File: config.mk
export PLATFORM = sky130hd
export DESIGN_NAME = ring_table_writer
export DESIGN_NICKNAME = d
export VERILOG_FILES = /design/src/rtl/rtw_pkg.sv /design/src/rtl/rtw_cmd.sv /design/src/rtl/rtw_credit.sv /design/src/rtl/rtw_mark.sv /design/src/rtl/rtw_walker.sv /design/src/rtl/ring_table_writer.sv
export SDC_FILE = /design/constraint.sdc
export NUM_CORES = 1
export LEC_CHECK = 0
export ABC_AREA = 1
export CORE_MARGIN = 3
export CORE_UTILIZATION = 55
export CTS_BUF_LIST = sky130_fd_sc_hd__clkbuf_4
export DETAILED_ROUTE_END_ITERATION = 12
export GPL_TIMING_DRIVEN = 1
export PLACE_DENSITY_LB_ADDON = 0.2
export SLEW_MARGIN = 20
export SYNTH_ARGS = -nofsm -noshare
export SYNTH_HDL_FRONTEND = slang
export SYNTH_SLANG_ARGS = --single-unit
File: constraint.sdc
create_clock -name clk -period 5.5 [get_ports clk]
set_input_delay 1.375 -clock clk [delete_from_list [all_inputs] [get_ports clk]]
set_output_delay 1.375 -clock clk [all_outputs]
set_load 0.05 [all_outputs]
File: src/rtl/rtw_pkg.sv
package rtw_pkg;

   typedef enum logic [2:0] {
      CMD_LOAD_FIRST = 3'd0,
      CMD_START      = 3'd1,
      CMD_STOP       = 3'd2,
      CMD_CRED_CLR   = 3'd3,
      CMD_CRED_ADD   = 3'd4
   } rtw_cmd_e;

   typedef enum logic [2:0] {
      ST_IDLE   = 3'd0,
      ST_WCRED  = 3'd1,
      ST_RDREQ  = 3'd2,
      ST_RDWAIT = 3'd3,
      ST_WRITE  = 3'd4
   } rtw_state_e;

endpackage

File: src/rtl/rtw_cmd.sv
module rtw_cmd
   import rtw_pkg::*;
#(
   parameter int PFN_W = 32
) (
   input  logic             clk,
   input  logic             rst_n,
   input  logic             cmd_valid,
   input  logic [2:0]       cmd_code,
   input  logic [PFN_W-1:0] cmd_data,
   output logic [PFN_W-1:0] first_pfn,
   output logic             go_start,
   output logic             go_stop,
   output logic             cred_clr,
   output logic             cred_add
);

   always_ff @(posedge clk) begin
      if (!rst_n) begin
         first_pfn <= '0;
      end else if (cmd_valid && cmd_code == CMD_LOAD_FIRST) begin
         first_pfn <= cmd_data;
      end
   end

   assign go_start = cmd_valid && (cmd_code == CMD_START);
   assign go_stop  = cmd_valid && (cmd_code == CMD_STOP);
   assign cred_clr = cmd_valid && (cmd_code == CMD_CRED_CLR);
   assign cred_add = cmd_valid && (cmd_code == CMD_CRED_ADD);

endmodule

File: src/rtl/rtw_credit.sv
module rtw_credit #(
   parameter int CREDIT_W = 8
) (
   input  logic                clk,
   input  logic                rst_n,
   input  logic                clr,
   input  logic                add,
   input  logic                take,
   output logic [CREDIT_W-1:0] credits
);

   localparam logic [CREDIT_W-1:0] CMAX = '1;

   if (CREDIT_W < 1) begin : g_chk_w
      $error("rtw_credit: CREDIT_W must be at least 1");
   end

   always_ff @(posedge clk) begin
      if (!rst_n) begin
         credits <= '0;
      end else if (clr) begin
         credits <= '0;
      end else if (add && !take) begin
         if (credits != CMAX) credits <= credits + CREDIT_W'(1);
      end else if (take && !add) begin
         if (credits != '0) credits <= credits - CREDIT_W'(1);
      end
   end

   AST_CREDIT_CLEAR: assert property (@(posedge clk) disable iff (!rst_n)
      clr |=> credits == '0);
   AST_CREDIT_SATURATE: assert property (@(posedge clk) disable iff (!rst_n)
      (!clr && add && !take && credits == CMAX) |=> credits == CMAX);
   AST_CREDIT_STEP_UP: assert property (@(posedge clk) disable iff (!rst_n)
      (!clr && add && !take && credits != CMAX) |=> credits == CREDIT_W'($past(credits) + 1'b1));
   AST_CREDIT_STEP_DOWN: assert property (@(posedge clk) disable iff (!rst_n)
      (!clr && take && !add && credits != '0) |=> credits == CREDIT_W'($past(credits) - 1'b1));

endmodule

File: src/rtl/rtw_mark.sv
module rtw_mark #(
   parameter int          DATA_W    = 32,
   parameter int          MARK_MODE = 0,
   parameter logic [31:0] FILL_MARK = 32'd1
) (
   input  logic [DATA_W-1:0] din,
   input  logic              is_final,
   output logic [DATA_W-1:0] dout
);

   localparam logic [DATA_W-1:0] FILL = DATA_W'(FILL_MARK);

   if (FILL == '0) begin : g_chk_fill
      $error("rtw_mark: FILL_MARK must be nonzero");
   end

   if (MARK_MODE == 0) begin : g_subst
      assign dout = (is_final && din == '0) ? FILL : din;
   end else if (MARK_MODE == 1) begin : g_force
      assign dout = is_final ? (din | FILL) : din;
   end else begin : g_bad_mode
      $error("rtw_mark: MARK_MODE must be 0 or 1");
   end

endmodule

File: src/rtl/rtw_walker.sv
module rtw_walker
   import rtw_pkg::*;
#(
   parameter int PAGE_SHIFT = 12,
   parameter int PAGE_WORDS = 1024,
   parameter int TABLE_BUFS = 511,
   parameter int DATA_W     = 32,
   parameter int PFN_W      = 32,
   parameter int TIDX_W     = 8,
   localparam int AW        = PFN_W + PAGE_SHIFT,
   localparam int WIDX_W    = (PAGE_WORDS > 1) ? $clog2(PAGE_WORDS) : 1,
   localparam int BIDX_W    = (TABLE_BUFS > 1) ? $clog2(TABLE_BUFS) : 1
) (
   input  logic              clk,
   input  logic              rst_n,
   input  logic              go_start,
   input  logic              go_stop,
   input  logic [PFN_W-1:0]  first_pfn,
   input  logic              has_credit,
   output logic              table_done,
   input  logic              in_valid,
   output logic              in_ready,
   output logic              final_word,
   output logic              mem_req,
   output logic              mem_we,
   output logic [AW-1:0]     mem_addr,
   input  logic              mem_gnt,
   input  logic              mem_rvalid,
   input  logic [DATA_W-1:0] mem_rdata,
   output logic              running,
   output logic [TIDX_W-1:0] table_idx,
   output logic [BIDX_W-1:0] buf_idx
);

   localparam int OFS_W = $clog2(TABLE_BUFS + 1);

   rtw_state_e          state_q;
   logic [PFN_W-1:0]    tbl_pfn_q, next_pfn_q, buf_pfn_q;
   logic [WIDX_W-1:0]   word_idx_q;
   logic [BIDX_W-1:0]   buf_idx_q;
   logic [TIDX_W-1:0]   table_idx_q;
   logic                rd_is_next_q;
   logic                stop_pend_q;
   logic                stop_go, wr_fire, last_w, last_b;
   logic [OFS_W-1:0]    rd_word;
   logic [AW-1:0]       rd_addr, wr_addr;

   assign stop_go = go_stop || stop_pend_q;
   assign wr_fire = (state_q == ST_WRITE) && in_valid && mem_gnt;
   assign last_w  = (word_idx_q == WIDX_W'(PAGE_WORDS - 1));
   assign last_b  = (buf_idx_q == BIDX_W'(TABLE_BUFS - 1));

   assign rd_word = rd_is_next_q ? '0 : OFS_W'(buf_idx_q) + OFS_W'(1);
   assign rd_addr = {tbl_pfn_q, {PAGE_SHIFT{1'b0}}} | (AW'(rd_word) << 2);
   assign wr_addr = {buf_pfn_q, {PAGE_SHIFT{1'b0}}} | (AW'(word_idx_q) << 2);

   assign mem_req    = (state_q == ST_RDREQ) || ((state_q == ST_WRITE) && in_valid);
   assign mem_we     = (state_q == ST_WRITE);
   assign mem_addr   = (state_q == ST_WRITE) ? wr_addr : rd_addr;
   assign in_ready   = (state_q == ST_WRITE) && mem_gnt;
   assign final_word = last_w;
   assign table_done = wr_fire && !stop_go && last_w && last_b;

   assign running   = (state_q != ST_IDLE);
   assign table_idx = table_idx_q;
   assign buf_idx   = buf_idx_q;

   always_ff @(posedge clk) begin
      if (!rst_n) begin
         state_q      <= ST_IDLE;
         tbl_pfn_q    <= '0;
         next_pfn_q   <= '0;
         buf_pfn_q    <= '0;
         word_idx_q   <= '0;
         buf_idx_q    <= '0;
         table_idx_q  <= '0;
         rd_is_next_q <= 1'b0;
         stop_pend_q  <= 1'b0;
      end else begin
         if (go_stop && state_q != ST_IDLE) stop_pend_q <= 1'b1;
         case (state_q)
            ST_IDLE: begin
               stop_pend_q <= 1'b0;
               if (go_start) begin
                  tbl_pfn_q   <= first_pfn;
                  table_idx_q <= '0;
                  buf_idx_q   <= '0;
                  word_idx_q  <= '0;
                  state_q     <= ST_WCRED;
               end
            end
            ST_WCRED: begin
               if (stop_go) begin
                  state_q     <= ST_IDLE;
                  stop_pend_q <= 1'b0;
               end else if (has_credit) begin
                  rd_is_next_q <= 1'b1;
                  state_q      <= ST_RDREQ;
               end
            end
            ST_RDREQ: begin
               if (mem_gnt) begin
                  state_q <= ST_RDWAIT;
               end else if (stop_go) begin
                  state_q     <= ST_IDLE;
                  stop_pend_q <= 1'b0;
               end
            end
            ST_RDWAIT: begin
               if (mem_rvalid) begin
                  if (stop_go) begin
                     state_q     <= ST_IDLE;
                     stop_pend_q <= 1'b0;
                  end else if (rd_is_next_q) begin
                     next_pfn_q   <= mem_rdata[PFN_W-1:0];
                     rd_is_next_q <= 1'b0;
                     state_q      <= ST_RDREQ;
                  end else begin
                     buf_pfn_q  <= mem_rdata[PFN_W-1:0];
                     word_idx_q <= '0;
                     state_q    <= ST_WRITE;
                  end
               end
            end
            ST_WRITE: begin
               if (stop_go) begin
                  state_q     <= ST_IDLE;
                  stop_pend_q <= 1'b0;
               end else if (wr_fire) begin
                  if (last_w) begin
                     word_idx_q <= '0;
                     if (last_b) begin
                        buf_idx_q   <= '0;
                        table_idx_q <= table_idx_q + TIDX_W'(1);
                        tbl_pfn_q   <= next_pfn_q;
                        state_q     <= ST_WCRED;
                     end else begin
                        buf_idx_q <= buf_idx_q + BIDX_W'(1);
                        state_q   <= ST_RDREQ;
                     end
                  end else begin
                     word_idx_q <= word_idx_q + WIDX_W'(1);
                  end
               end
            end
            default: state_q <= ST_IDLE;
         endcase
      end
   end

   AST_STALL_NO_CREDIT: assert property (@(posedge clk) disable iff (!rst_n)
      (state_q == ST_WCRED && !has_credit && !stop_go) |=> (state_q == ST_WCRED));
   AST_IDLE_NO_REQ: assert property (@(posedge clk) disable iff (!rst_n)
      !running |-> (!mem_req && !in_ready));
   AST_READ_HELD: assert property (@(posedge clk) disable iff (!rst_n)
      (state_q == ST_RDWAIT && !mem_rvalid) |=> (state_q == ST_RDWAIT));
   AST_TABLE_ADVANCE: assert property (@(posedge clk) disable iff (!rst_n)
      table_done |=> (buf_idx_q == '0 && table_idx_q == TIDX_W'($past(table_idx_q) + 1'b1)));
   AST_BUF_IN_RANGE: assert property (@(posedge clk) disable iff (!rst_n)
      buf_idx_q <= BIDX_W'(TABLE_BUFS - 1));

endmodule

File: src/rtl/ring_table_writer.sv
module ring_table_writer
   import rtw_pkg::*;
#(
   parameter int          PAGE_SHIFT = 12,
   parameter int          PAGE_WORDS = 1024,
   parameter int          TABLE_BUFS = 511,
   parameter int          DATA_W     = 32,
   parameter int          PFN_W      = 32,
   parameter int          CREDIT_W   = 8,
   parameter int          TIDX_W     = 8,
   parameter int          MARK_MODE  = 0,
   parameter logic [31:0] FILL_MARK  = 32'd1
) (
   input  logic                          clk,
   input  logic                          rst_n,
   input  logic                          cmd_valid,
   input  logic [2:0]                    cmd_code,
   input  logic [PFN_W-1:0]              cmd_data,
   input  logic                          in_valid,
   input  logic [DATA_W-1:0]             in_data,
   output logic                          in_ready,
   output logic                          mem_req,
   output logic                          mem_we,
   output logic [PFN_W+PAGE_SHIFT-1:0]   mem_addr,
   output logic [DATA_W-1:0]             mem_wdata,
   input  logic                          mem_gnt,
   input  logic                          mem_rvalid,
   input  logic [DATA_W-1:0]             mem_rdata,
   output logic                          stat_running,
   output logic [TIDX_W-1:0]             stat_table_idx,
   output logic [((TABLE_BUFS > 1) ? $clog2(TABLE_BUFS) : 1)-1:0] stat_buf_idx,
   output logic [CREDIT_W-1:0]           stat_credits
);

   localparam int PAGE_SLOTS = 2 ** (PAGE_SHIFT - 2);

   if (DATA_W != 32) begin : g_chk_dw
      $error("ring_table_writer: words are 4 bytes, DATA_W must be 32");
   end
   if (PFN_W < 1 || PFN_W > DATA_W) begin : g_chk_pfn
      $error("ring_table_writer: PFN_W must fit in one word");
   end
   if (PAGE_SHIFT < 3) begin : g_chk_shift
      $error("ring_table_writer: PAGE_SHIFT too small");
   end
   if (PAGE_WORDS < 1 || PAGE_WORDS > PAGE_SLOTS) begin : g_chk_words
      $error("ring_table_writer: PAGE_WORDS must fit in one page");
   end
   if (TABLE_BUFS < 1 || TABLE_BUFS + 1 > PAGE_SLOTS) begin : g_chk_bufs
      $error("ring_table_writer: table entries plus next pointer must fit in one page");
   end
   if (TIDX_W < 1) begin : g_chk_tidx
      $error("ring_table_writer: TIDX_W must be at least 1");
   end

   logic [PFN_W-1:0] first_pfn;
   logic             go_start, go_stop, cred_clr, cred_add;
   logic             table_done, final_word;

   rtw_cmd #(.PFN_W(PFN_W)) u_cmd (
      .clk       (clk),
      .rst_n     (rst_n),
      .cmd_valid (cmd_valid),
      .cmd_code  (cmd_code),
      .cmd_data  (cmd_data),
      .first_pfn (first_pfn),
      .go_start  (go_start),
      .go_stop   (go_stop),
      .cred_clr  (cred_clr),
      .cred_add  (cred_add)
   );

   rtw_credit #(.CREDIT_W(CREDIT_W)) u_credit (
      .clk     (clk),
      .rst_n   (rst_n),
      .clr     (cred_clr),
      .add     (cred_add),
      .take    (table_done),
      .credits (stat_credits)
   );

   rtw_walker #(
      .PAGE_SHIFT (PAGE_SHIFT),
      .PAGE_WORDS (PAGE_WORDS),
      .TABLE_BUFS (TABLE_BUFS),
      .DATA_W     (DATA_W),
      .PFN_W      (PFN_W),
      .TIDX_W     (TIDX_W)
   ) u_walker (
      .clk        (clk),
      .rst_n      (rst_n),
      .go_start   (go_start),
      .go_stop    (go_stop),
      .first_pfn  (first_pfn),
      .has_credit (stat_credits != '0),
      .table_done (table_done),
      .in_valid   (in_valid),
      .in_ready   (in_ready),
      .final_word (final_word),
      .mem_req    (mem_req),
      .mem_we     (mem_we),
      .mem_addr   (mem_addr),
      .mem_gnt    (mem_gnt),
      .mem_rvalid (mem_rvalid),
      .mem_rdata  (mem_rdata),
      .running    (stat_running),
      .table_idx  (stat_table_idx),
      .buf_idx    (stat_buf_idx)
   );

   rtw_mark #(
      .DATA_W    (DATA_W),
      .MARK_MODE (MARK_MODE),
      .FILL_MARK (FILL_MARK)
   ) u_mark (
      .din      (in_data),
      .is_final (final_word),
      .dout     (mem_wdata)
   );

   AST_FINAL_NONZERO: assert property (@(posedge clk) disable iff (!rst_n)
      (mem_req && mem_we && final_word) |-> mem_wdata != '0);
   AST_READY_IS_WRITE: assert property (@(posedge clk) disable iff (!rst_n)
      (in_ready && in_valid) |-> (mem_req && mem_we && mem_gnt));

endmodule

# [After elaboration in Yosys (flattened, before gate mapping)]
# Index checks and enable logic that the tools add are counted.
[word_totals] out_inout_bits=105 regBits=168
[op_classes] n_bitwise=5 reduce_logical=40 add_sub_neg=5 muxes=56 n_eq_ne=26
[op_table] op="two-way mux 32 bit" count=6
[op_table] op="two-way mux 8 bit" count=9
[op_table] op="two-way mux 10 bit" count=7
[op_table] op="one-hot mux 32 bit (2 select lines)" count=1
[op_table] op="two-way mux 9 bit" count=6
[op_table] op="two-way mux 44 bit" count=1
[op_table] op="bitwise OR 44 x 11 -> 44 bit" count=1
[op_table] op="bitwise OR 44 x 12 -> 44 bit" count=1
[op_table] op="two-way mux 3 bit" count=11
[op_table] op="logical NOT 32 bit" count=1
[op_table] op="one-hot mux 10 bit (3 select lines)" count=1
[op_table] op="one-hot mux 9 bit (2 select lines)" count=1
[op_table] op="adder 8 x 1 -> 8 bit, second input constant" count=2
[op_table] op="one-hot mux 8 bit (2 select lines)" count=1
[op_table] op="logical AND 1 bit" count=15
[op_table] op="one-hot mux 3 bit (5 select lines)" count=1
[op_table] op="inequality test 2 bit, second input constant" count=7
[op_table] op="== test 3 x 2 -> 1 bit, second input constant" count=4
[op_table] op="AND reduction 6 bit" count=2
[op_table] op="adder 10 x 1 -> 10 bit, second input constant" count=1
[op_table] op="== test 10 bit, second input constant" count=1
[op_table] op="AND reduction 5 bit" count=2
[op_table] op="adder 9 x 1 -> 9 bit, second input constant" count=1
[op_table] op="== test 9 bit, second input constant" count=1
[op_table] op="other kinds (22)" count=48

# [Depth between registers and ports, before layout]
# Gate-level depths: netlist (run 1).
[depth] depth_word=11 mapped_depth=18

# [Hierarchy]
# Synthesis (run 1) repeated with hierarchy kept, for this count alone.
[unflattened] cells_unflattened=1445 hier_area_um2=9009.9
[by_module_without_submodules] mod="rtw_walker" n_inst=1 area_each_um2=6434.9 cells_per_inst=1015
[by_module_without_submodules] mod="rtw_cmd" n_inst=1 area_each_um2=1485.2 cells_per_inst=219
[by_module_without_submodules] mod="rtw_credit" n_inst=1 area_each_um2=759.5 cells_per_inst=126
[by_module_without_submodules] mod="rtw_mark" n_inst=1 area_each_um2=274.0 cells_per_inst=70
[by_module_without_submodules] mod="ring_table_writer" n_inst=1 area_each_um2=56.3 cells_per_inst=15

# [Worst setup path before layout (run 1)]
# No wires, ideal clock.
[synth_timing] path_type="register -> output" from="register u_walker.state_q[1]" to="output port mem_addr[37]" path_buffers=3 slack_ps=1621 t_required_ps=4125 arrival_time_ps=2504 path_stages_with_launch=8 cell_sequence="dfxtp_1 > nor2_4 > nand2_4 > buf_6 > inv_2 > buf_2 > clkbuf_1 > o21ai_0"
[synth_via] elab_chain_cells=2
[synth_lines] element="start, declared" line_no="rtw_walker.sv:37" text="rtw_state_e state_q;"
[synth_lines] element="start signal, assigned" line_no="rtw_walker.sv:70" text="state_q <= ST_IDLE;"
[synth_lines] element="start signal, assigned" line_no="rtw_walker.sv:89" text="state_q <= ST_WCRED;"
[synth_lines] element="start signal, assigned" line_no="rtw_walker.sv:94" text="state_q <= ST_IDLE;"
[synth_lines] element="== test 3 bit"
[synth_lines] element="via mem_we" line_no="ring_table_writer.sv:23" text="output logic mem_we,"
[synth_lines] element="two-way mux 44 bit" line_no="rtw_walker.sv:59" text="assign mem_addr = (state_q == ST_WRITE) ? wr_addr : rd_addr;"
[synth_lines] element="end, declared" line_no="ring_table_writer.sv:24" text="output logic [PFN_W+PAGE_SHIFT-1:0] mem_addr,"
# The timed path passes the listed nets, and every way through them passes these cells.

# [Worst setup path in the final report (run 1)]
[layout_timing] from="input port in_data[12]" to="output port mem_wdata[0]"
[layout_via] elab_chain_cells=3
[layout_lines] element="start, declared" line_no="ring_table_writer.sv:20" text="input logic [DATA_W-1:0] in_data,"
[layout_lines] element="logical NOT 32 bit" line_no="rtw_mark.sv:18" text="assign dout = (is_final && din == '0) ? FILL : din;"
[layout_lines] element="logical AND 1 bit" line_no="rtw_mark.sv:18"
[layout_lines] element="two-way mux 32 bit" line_no="rtw_mark.sv:18"
[layout_lines] element="end, declared" line_no="ring_table_writer.sv:25" text="output logic [DATA_W-1:0] mem_wdata,"
# Every way passes these cells.

==> qor.yml, run 1 <==
critical_path:
  path_max_fanout: 2
  required_ps: 4120
  timing_worst_setup_path_type: "input pin to primary output"
  arrival_ps: 3310
  worst_setup_path_end_kind: "primary output"
  rr_worst_depth: 13
  start_kind: "input pin"
clocking:
  clk_latency_ps: 570
  postCtsSetupRepairBufs: 0
  ctsResizeCount: 0
  tritoncts: "done"
  cts.sinks: 168
  htree_levels: 4
  cts_buffer_depth: 2
  clk_pin_slew_ps: 130
  cts_buffers: 17
  hold_buffers: 0
  root_buffer: "clkbuf_4"
route:
  wire_per_inst_um: 13.9
  drcViolationCount: 0
  drt-vias-per-instance: 5.19
  vias: 8437
  drtAntennaViolNets: 0
  first_iter_violations: 742
  drtPass1Iterations: 5
  totalWireLength_um: 22600
global_routing:
  grt_usage_pct: 26.6
  antenna_found_initial: 1
  grt_pass1_wl_um: 36200
  gr-total-overflow: 0
  grt_max_degree: 79
  grt_pass1_vias: 7553
synthesis:
  yosys.area.top_type: "dfxtp_1"
  ys_ff_latch: 168
  syn_area_mm2: 0.00832
  synth_top_area_share_pct: 40.4
  yosysMostFrequentCell: "nor2_1"
  ys_async_sr_fraction_pct: 0
  synth_seq_area_share_pct: 40.4
  synth_edf_count: 0
  avgSynthCellArea_um2: 6.45
  netlist_top_cells_count: "305 x nor2_1, 277 x nand2_1, 170 x o21ai_0"
  synth_top_flop_cell: "dfxtp_1"
  syn_inst: 1289
  ys_types: 40
  ys_top_cells_by_area: "dfxtp_1 40%, nor2_1 14%, nand2_1 13%"
  synth_warnings: 0
status:
  run_status: "completed"
die:
  io_pins: 210
  die_x_um: 129
  coreArea_mm2: 0.0146
  die_area_mm2: 0.0166
  start_util_pct: 56.8
  die_y_um: 129
  num_rows: 44
power_and_ir_drop:
  p_total_w: 0.00397
  ir_drop_uv: 271
  p_per_area_mw_per_mm2: 375
  p_leak_nw: 4.39
min_path:
  holdPathStages: 2
  hold_class: "flop to flop"
sta:
  setup-tns-final_ps: 0
  slew_violations: 0
  setup_slack_ps: 812
  setup_viol_count_final: 0
  worst_pin_slew_ps: 845
  fin_hold_ws_ps: 457
  rsz0062_at_grt: "false"
  layout_worst_path_cycle_share_pct: 85.2
  final_hold_viol_count: 0
  period_needed_ps: 4690
  skew_ps: 19.2
  slew_headroom_pct: 43.6
  fmaxAchievable_mhz: 213
final_layout:
  drive_above_1_share_pct: 4.16
  nNetsFinal: 1545
  syn_to_final_growth_pct: 27.3
  final_util_pct: 72.3
  diodes: 0
placement:
  numPortBuffers: 207
  pre_cts_slack_ps: 794
  dp_hpwl_um: 15400
  gp_congestion: 0.891
job:
  cap_violations: 0
## per-layer routing
| metal | share of wire [%] | vias up | global-route usage, % |
|---|---|---|---|
| met5 | 0.058 | - | 0 |
| met4 | 0.82 | 2 | 5.81 |
| met3 | 6.8 | 18 | 6.14 |
| met2 | 47 | 281 | 43.4 |
| met1 | 45 | 3810 | 36.1 |
| li1 | - | 4326 | - |
## cell usage in the layout (no fill, tap or decap), types with 3 or more instances in the layout
cell             count
o21ai_1              3
dfxtp_1            168
nand4_1             13
nand3_1             39
nor3_1               4
clkbuf_4            18
xnor2_1              4
o22ai_1              3
nor2_2               3
inv_1               97
clkdlybuf4s50_1    206
buf_4                9
a21oi_1             48
inv_6                8
nor4_1               9
ha_1                11
nor2_1             304
nand2_1            277
inv_2                4
o21ai_0            170
nor2_4               3
xor2_1              10
## sequential cells by signal, indices dropped and copies added (netlist names)
register               count
u_walker.stop_pend_q       1
u_walker.word_idx_q       10
u_cmd.first_pfn           32
u_walker.table_idx         8
u_walker.tbl_pfn_q        32
u_credit.credits           8
u_walker.rd_is_next_q      1
u_walker.buf_idx           9
u_walker.next_pfn_q       32
u_walker.buf_pfn_q        32
u_walker.state_q           3
## worst paths after layout
kind / start / endpoint / slack [ps]
min: u_walker.next_pfn_q[27] / u_walker.next_pfn_q[27] / 460
max: in_data[12] / mem_wdata[0] / 810
min reg2reg: u_walker.next_pfn_q[27] / u_walker.next_pfn_q[27] / 460
max reg2reg: u_walker.word_idx_q[0] / u_credit.credits[0] / 2150
## logic make-up (layout without fill, tap and decap cells)
kind of cell	Yosys count	count (layout)	synth area share, %
and+or+nand+nor	662	662	32.2
AOI/OAI and AO/OA	233	233	14.4
buffers and inverters	199	350	9.57
DFF	168	168	40.4
xor gates and xnor gates	14	14	1.47
adders and majority gates	12	12	1.90
other	1	2	0.0451
## stage by stage
step | cell area [um^2] | std cells
detailed placement | 10300 | 1593
finish | 10600 | 1625
global placement | 10300 | 1593
floorplan | 8320 | 1290
global route | 10600 | 1625
CTS | 10600 | 1625
## cell type report
type	count	area, um^2
timing repair buffer	216	2150
clock buffer	18	135
clock inverter	14	159
sequential	168	3360
tap	184	230
multi-input combinational	923	4160
inverter	102	383
fill	1236	4060
## power breakdown
| group | total, W | internal, W | switching, W |
|---|---|---|---|
| sequential | 0.00145 | 0.00136 | 0.0000895 |
| clock | 0.000755 | 0.000287 | 0.000468 |
| combinational | 0.00177 | 0.000565 | 0.00121 |
| total | 0.00397 | 0.00221 | 0.00176 |
## critical path, stage by stage
cell and delay, ps:
clkdlybuf4s50_1 440, nor4_1 340, nand4_1 150, nor2_1 100, nand2_1 50, nand2_1 60
clkdlybuf4s50_1 790
(Power assumes the default switching activity.)
==> run 2: changes to the inputs <==
--- a/config.mk
+++ b/config.mk
@@ -6,6 +6,7 @@
 export NUM_CORES = 1
 export LEC_CHECK = 0
 export ABC_AREA = 1
+export CORE_ASPECT_RATIO = 1.75
 export CORE_MARGIN = 3
 export CORE_UTILIZATION = 55
 export CTS_BUF_LIST = sky130_fd_sc_hd__clkbuf_4
==> qor.yml, run 2 (synthesis gave the netlist of run 1 again) <==
power_and_ir_drop:
  ir_drop_uv: 248
  p_leak_nw: 4.36
  p_per_area_mw_per_mm2: 370
route:
  wire_per_inst_um: 13.7
  drtPass1Iterations: 6
  totalWireLength_um: 22300
  vias: 8443
  drt-vias-per-instance: 5.21
  first_iter_violations: 402
  drtAntennaViolNets: 0
  drcViolationCount: 0
final_layout:
  final_cell_mix: "304 x nor2_1, 277 x nand2_1, 206 x clkdlybuf4s50_1"
  multi_input_area_mm2: 0.00416
  nNetsFinal: 1545
  final_common_cell: "nor2_1"
  seq_area_mm2: 0.00336
  syn_to_final_growth_pct: 26.9
  fin_cells: 1622
  drive_above_1_share_pct: 4.30
  fillers: 1293
critical_path:
  start_kind: "flop"
  crit_path_start: "u_walker.state_q[1]"
  path_max_fanout: 54
  arrival_ps: 3320
  cp-endpoint: "mem_addr[12]"
  worst_setup_path_end_kind: "primary output"
  r2r_slack_ps: 2250
  r2r-end: "u_credit.credits[5]"
  reg2reg_from: "u_walker.word_idx_q[0]"
  required_ps: 4120
  rr_worst_depth: 14
  timing_worst_setup_path_type: "flop to primary output"
placement:
  dp_hpwl_um: 15600
  numPortBuffers: 207
  gp_congestion: 0.886
  dp.cells: 1589
sta:
  layout_worst_path_cycle_share_pct: 85.3
  worst_pin_slew_ps: 843
  final_hold_viol_count: 0
  setup-tns-final_ps: 0
  fmaxAchievable_mhz: 213
  skew_ps: 22.9
  period_needed_ps: 4690
  slew_violations: 0
  setup_viol_count_final: 0
  rsz0062_at_grt: "false"
  slew_headroom_pct: 43.7
status:
  run_status: "completed"
clocking:
  htree_levels: 4
  clk_latency_ps: 550
  cts.sinks: 168
  cts_buffers: 17
  cts_buffer_depth: 2
  root_buffer: "clkbuf_4"
  postCtsSetupRepairBufs: 0
  clk_pin_slew_ps: 160
  tritoncts: "done"
  ctsResizeCount: 0
  hold_buffers: 0
die:
  die_x_um: 99.0
  coreArea_mm2: 0.0146
  io_pins: 210
  start_util_pct: 57.0
  die_area_mm2: 0.0167
  num_rows: 58
  die_y_um: 169
global_routing:
  antenna_found_initial: 1
  gr-total-overflow: 0
  grt_usage_pct: 26.5
  grt_pass1_vias: 7932
  grt_pass1_wl_um: 36600
  grt_max_degree: 91
min_path:
  hold_class: "flop to flop"
job:
  cap_violations: 0
[run 2: worst max-delay path: stages, from the launching register on]
cell and delay (ps):
dfxtp_1 430, nor2_4 280, nand2_4 70, inv_2 580, buf_12 330, nand2_1 70
o21ai_0 120, clkdlybuf4s50_1 860
[run 2: layout make-up]
type	instances	area share [%]
Inverter	102	3.63
Multi-Input combinational cell	923	39.4
Sequential cell	168	31.9
Tap cell	180	2.13
Clock inverter	14	1.28
Clock buffer	18	1.28
Timing Repair Buffer	216	20.4
Antenna cell	1	0.0237
[run 2: report_power, final]
| group | switching [W] | internal [W] | total (W) |
|---|---|---|---|
| clock network | 0.000483 | 0.000204 | 0.000687 |
| registers | 0.0000923 | 0.00136 | 0.00145 |
| logic | 0.00120 | 0.000567 | 0.00177 |
| total | 0.00178 | 0.00213 | 0.00391 |
[run 2: through the flow]
| step | utilization (%) | area (um^2) | worst slack [ps] | total power [W] | hold slack (ps) |
|---|---|---|---|---|---|
| floorplan | - | 8320 | 1620 | 0.00271 | 425 |
| global placement | 70.5 | 10300 | 775 | 0.00322 | 434 |
| detailed placement | 70.5 | 10300 | 765 | 0.00325 | 443 |
| CTS | 72.4 | 10600 | 763 | 0.00393 | 462 |
| global route | 72.4 | 10600 | 588 | 0.00415 | 481 |
| finish | 72.4 | 10600 | 808 | 0.00391 | 458 |
[run 2: worst min path at each step]
stage / start / end / cells past startpoint / slack, ps
final: u_walker.next_pfn_q[26] / u_walker.next_pfn_q[26] / 2 / 460
after global routing: u_walker.next_pfn_q[30] / u_walker.next_pfn_q[30] / 2 / 480
after CTS: u_walker.next_pfn_q[25] / u_walker.next_pfn_q[25] / 2 / 460
after detailed placement: u_walker.next_pfn_q[25] / u_walker.next_pfn_q[25] / 2 / 440
after global placement: u_walker.next_pfn_q[19] / u_walker.next_pfn_q[19] / 2 / 430
after floorplan: u_walker.next_pfn_q[19] / u_walker.next_pfn_q[19] / 2 / 420
[run 2: layer usage]
metal / track usage [%] / vias to the layer above / share of wire (%)
met5: 0 / - / 0
met1: 28.7 / 3763 / 38
met3: 5.98 / 41 / 6.8
met4: 10.0 / 0 / 2.4
met2: 49.2 / 302 / 53
li1: - / 4337 / -
